==> src/rtl/fieldParityPkg.sv <==
package fieldParityPkg;

  typedef struct packed {
    logic lineStart;  // HSYNC rising edge sampled this cycle
    logic fieldEdge;  // VSYNC rising edge sampled this cycle
  } ctrlStrobe_t;

  // Maps a select code to a clock offset from the HSYNC rising edge.
  function automatic int unsigned selOffset(input int unsigned sel, input int unsigned baseLog2);
    if (sel == 0) return 0;
    return 32'd1 << (sel + baseLog2);
  endfunction

endpackage

==> src/rtl/syncEdgeCtrl.sv <==
module syncEdgeCtrl
  import fieldParityPkg::*;
(
  input  logic        clk,
  input  logic        rstN,
  input  logic        hsyncIn,
  input  logic        vsyncIn,
  output ctrlStrobe_t strobes
);

  logic hsPrev;
  logic vsPrev;

  always_ff @(posedge clk) begin
    if (!rstN) begin
      hsPrev <= 1'b0;
      vsPrev <= 1'b0;
    end else begin
      hsPrev <= hsyncIn;
      vsPrev <= vsyncIn;
    end
  end

  always_comb begin
    strobes.lineStart = hsyncIn & ~hsPrev;
    strobes.fieldEdge = vsyncIn & ~vsPrev;
  end

endmodule

==> src/rtl/winDatapath.sv <==
module winDatapath
  import fieldParityPkg::*;
#(
  parameter int unsigned CNT_W     = 11,
  parameter int unsigned SEL_W     = 3,
  parameter int unsigned BASE_LOG2 = 3
) (
  input  logic             clk,
  input  logic             rstN,
  input  ctrlStrobe_t      strobes,
  input  logic [SEL_W-1:0] startSel,
  input  logic [SEL_W-1:0] endSel,
  input  logic             invertParity,
  output logic             fieldOdd,
  output logic             fieldStart
);

  localparam logic [CNT_W-1:0] CNT_MAX = {CNT_W{1'b1}};

  logic [CNT_W-1:0] lineCnt;
  logic [CNT_W-1:0] curPos;
  int unsigned      winLo;
  int unsigned      winHi;
  int unsigned      posExt;
  logic             inWin;

  // Offset of the current edge: 0 on the HSYNC rise itself.
  always_comb curPos = strobes.lineStart ? '0 : lineCnt;

  always_ff @(posedge clk) begin
    if (!rstN) begin
      lineCnt <= CNT_MAX;
    end else if (strobes.lineStart) begin
      lineCnt <= CNT_W'(1);
    end else if (lineCnt != CNT_MAX) begin
      lineCnt <= lineCnt + CNT_W'(1);
    end
  end

  always_comb begin
    winLo  = selOffset(32'(startSel), BASE_LOG2);
    winHi  = selOffset(32'(endSel), BASE_LOG2);
    posExt = 32'(curPos);
    inWin  = (posExt >= winLo) && (posExt < winHi);
  end

  always_ff @(posedge clk) begin
    if (!rstN) begin
      fieldOdd   <= 1'b0;
      fieldStart <= 1'b0;
    end else begin
      fieldStart <= strobes.fieldEdge;
      if (strobes.fieldEdge) fieldOdd <= inWin ^ invertParity;
    end
  end

endmodule

==> src/rtl/fieldParityDetector.sv <==
module fieldParityDetector
  import fieldParityPkg::*;
#(
  parameter int unsigned CNT_W     = 11,
  parameter int unsigned SEL_W     = 3,
  parameter int unsigned BASE_LOG2 = 3
) (
  input  logic             clk,
  input  logic             rstN,
  input  logic             hsyncIn,
  input  logic             vsyncIn,
  input  logic [SEL_W-1:0] winStartSel,
  input  logic [SEL_W-1:0] winEndSel,
  input  logic             invertParity,
  output logic             fieldOdd,
  output logic             fieldStart
);

  ctrlStrobe_t strobes;

  syncEdgeCtrl ctrl_i (
    .clk     (clk),
    .rstN    (rstN),
    .hsyncIn (hsyncIn),
    .vsyncIn (vsyncIn),
    .strobes (strobes)
  );

  winDatapath #(
    .CNT_W     (CNT_W),
    .SEL_W     (SEL_W),
    .BASE_LOG2 (BASE_LOG2)
  ) dp_i (
    .clk          (clk),
    .rstN         (rstN),
    .strobes      (strobes),
    .startSel     (winStartSel),
    .endSel       (winEndSel),
    .invertParity (invertParity),
    .fieldOdd     (fieldOdd),
    .fieldStart   (fieldStart)
  );

endmodule

==> config.mk <==
export PLATFORM = sky130hd
export DESIGN_NAME = fieldParityDetector
export DESIGN_NICKNAME = d
export VERILOG_FILES = /design/src/rtl/fieldParityPkg.sv /design/src/rtl/syncEdgeCtrl.sv /design/src/rtl/winDatapath.sv /design/src/rtl/fieldParityDetector.sv
export SDC_FILE = /design/constraint.sdc
export NUM_CORES = 1
export LEC_CHECK = 0
export BUFFER_PORTS_ARGS = -buffer_cell sky130_fd_sc_hd__buf_4
export CAP_MARGIN = 20
export CORE_MARGIN = 2
export CORE_UTILIZATION = 45
export CTS_BUF_LIST = sky130_fd_sc_hd__clkbuf_16
export DETAILED_ROUTE_END_ITERATION = 10
export GPL_TIMING_DRIVEN = 0
export PLACE_DENSITY = 0.69
export SLEW_MARGIN = 20
export SYNTH_ARGS = -nofsm -noshare
export SYNTH_HDL_FRONTEND = slang
export SYNTH_SLANG_ARGS = --single-unit
==> constraint.sdc <==
create_clock -name clk -period 5.6 [get_ports clk]
set_clock_uncertainty 0.15 [all_clocks]
set_input_delay 0.56 -clock clk [delete_from_list [all_inputs] [get_ports clk]]
set_output_delay 0.56 -clock clk [all_outputs]
set_load 0.02 [all_outputs]
==> summary.txt <==
Yosys
  • Count leader, synth: ha_1
  • Post-synthesis sequential area ratio: 0.232
  • Ys flop type: dfxtp_1
  • Post-synthesis async set-or-reset flop share: 0
  • Syn_area_per_cell: ~8.7 µm²
  • Synth area leader: dfxtp_1
  • Mapped cell area: approximately 1300 µm²
  • Post-synth top cells: ha_1, dfxtp_1, and2_1, nand2_1
  • Top cells by area, synth: dfxtp_1, ha_1, and2_1, nand3b_1, nand4_1
  • Synth unique cells: 38
  • Cells after synthesis: between 100 and 150
  • Number of synthesized flops with an enable pin: 0
  • Area share of the largest cell type after synthesis: 0.232
  • Synth warn: 0
  • Number of synthesized register bits: 15

Critical path
  • Worst path slowest cell: clkbuf_1
  • Startpoint types: primary input
  • Max incr delay on CP: 0.30 ns
  • Worst Path Buf+Inv: 2
  • Worst EP required: 5.62 ns
  • Most used cell, CP: nor2_1
  • CP delay by family, top: compound AO/OA/AOI/OAI gates
  • Worst EP arrival: 2.59 ns
  • Critical path class: primary input to flip-flop
  • CP Max Fanout: 10
  • R2r setup slk: between 3 and 4 ns
  • Worst setup EP type: flip-flop
  • Cell Chain, Critical Path: buf_4, nand2b_1, clkbuf_1, and2_1, ha_1, a211oi_1, nor2_1, nor2_1, a21oi_1, o31ai_1, mux2i_1

GRT
  • Vias in the first global route: 1,080
  • Gr usage total: 0.178
  • First-pass GRT wire length: 4650 µm
  • Initial antenna violation count: 0
  • Overflow after GRT: 0
  • Largest net degree at the start of global routing: 11

Clocking
  • Post-cts sizing count: 0
  • CTS root buffer: clkbuf_16
  • Hold_buf cts: 0
  • Worst skew pair latency: 0.24 ns
  • H-Tree Depth: 1
  • Register clock-pin slew on the reported worst setup and hold paths: about 0.05 ns
  • Clock sink total: 15
  • Post-CTS setup buffer count: 0
  • CTS tree: yes
  • CTS Buf Count: 3
  • CTS max path bufs: 2

Power
  • Pwr Density: 263 nW/µm²
  • Leak: 0.642 nW
  • IR drop worst, VDD: 155 µV

Cells and area
  • Area Growth Syn to Fin: 17.6%
  • Nets: slightly above 200
  • Final-layout fill cell count: 252
  • Layout cell share with drive strength beyond 1: 0.172
  • N_diodes: 0

Routing
  • Routed Antenna Nets: 0
  • WL per Instance: around 14 µm
  • Vias: 1,118
  • Via density: ~5.6
  • Router iterations before antenna repair: 5
  • Drt drc: 0
  • WL met2: 1360 µm
  • DR top layer: met4
  • Wire length on met3: 60 µm
  • Post-Route WL: 2720 µm
  • Met1 wire length: 1280 µm
  • DRT iter0 DRCs: between 40 and 50

STA
  • Fin. max-slew vios: 0
  • Final Hold Vio Count: 0
  • FMAX: 389 MHz
  • Tcrit/Tclk final: 0.458
  • # setup viols final: 0
  • Final hold slack: 0.259 ns
  • RSZ-0062 raised after global routing: no
  • Min Tclk post-route: 2.57 ns
  • Final TNS setup: 0 ns

Floorplan
  • Die X: just under 60 µm
  • Cell row count: 19
  • Initial Utilization: 0.473
  • Core Area: approximately 2700 µm²
  • Die Footprint: 3320 µm²
  • Die Height: 57.6 µm
  • Io pins: 13

Run status
  • Status: finished, final reports clean

Placed design
  • Hpwl dp: 2210 µm
  • Gpl congestion: between 0.8 and 0.9
  • Port buffer count: 12

Run
  • Max-Cap Viols: 0

Worst hold path
  • Hold Path Class: flip-flop to flip-flop
==> cell type report <==
class / count / area [µm²] / area share
multi-input combinational: 133 / 982 / 0.646
sequential: 15 / 300 / 0.197
buffer: 3 / 22.5 / 0.0148
clock buffer: 3 / 75.1 / 0.0493
tap: 31 / 38.8 / 0.0255
clock inverter: 1 / 5.00 / 0.00329
timing repair buffer: 12 / 90.1 / 0.0592
inverter: 2 / 7.51 / 0.00493
==> sequential cells by signal, summed over array words and instances (netlist names) <==
register / cells
dp_i.fieldOdd: 1
dp_i.lineCnt: 11
dp_i.fieldStart: 1
ctrl_i.hsPrev: 1
ctrl_i.vsPrev: 1
==> stage by stage <==
stage / setup slack [ns] / cell area (µm²) / util / power (mW) / std cells
after floorplan: 3.20 / 1310 / - / 0.227 / 153
after global routing: 2.82 / 1520 / 0.557 / 0.429 / 200
after detailed placement: 2.81 / 1440 / 0.527 / 0.263 / 196
after CTS: 3.05 / 1520 / 0.557 / 0.403 / 200
after global placement: 2.81 / 1440 / 0.527 / 0.255 / 196
final: 3.03 / 1520 / 0.557 / 0.400 / 200
==> routing by layer <==
metal,track usage,up-vias
met5,0,-
met1,0.221,512
li1,-,591
met4,0.0399,0
met2,0.317,13
met3,0.0357,2
==> cells in the final DEF (no fill, tap or decap), types with 3 or more instances in the layout <==
cell type	instances
a21oi_1	8
and2_1	10
buf_4	12
clkbuf_16	3
conb_1	7
dfxtp_1	15
ha_1	22
nand2_1	10
nand3_1	8
nand3b_1	6
nand4_1	7
nor2_1	5
nor2b_1	4
o211ai_1	4
o21ai_0	8
or3b_2	5
xor2_1	4
==> path summary, 6_finish.rpt <==
path	end	from	depth (start not counted)
worst max-delay path	dp_i.fieldOdd$_SDFFE_PN0P_	hsyncIn	11
worst max register to register	dp_i.fieldOdd$_SDFFE_PN0P_	ctrl_i.hsPrev$_SDFF_PN0_	10
worst min-delay path	dp_i.fieldStart$_SDFF_PN0_	ctrl_i.vsPrev$_SDFF_PN0_	1
worst min register to register	dp_i.fieldStart$_SDFF_PN0_	ctrl_i.vsPrev$_SDFF_PN0_	1
==> power breakdown <==
part           leakage [nW]  internal, mW  total (mW)  switching [mW]
Sequential            0.125         0.119       0.134          0.0148
Clock                0.0409        0.0953       0.139          0.0434
Combinational         0.476        0.0611       0.127          0.0657
Total                 0.642         0.276       0.400           0.124
==> cells by family after synthesis <==
kind of cell	count (synthesis)	synth area share
compound gates	31	0.147
xor+xnor	6	0.0406
fa+ha+maj	22	0.213
buf+inv	5	0.0232
flops	15	0.232
mux	4	0.0329
other cells	2	0.00580
simple gates	63	0.306
No activity file was read; power rests on OpenSTA's default activity.
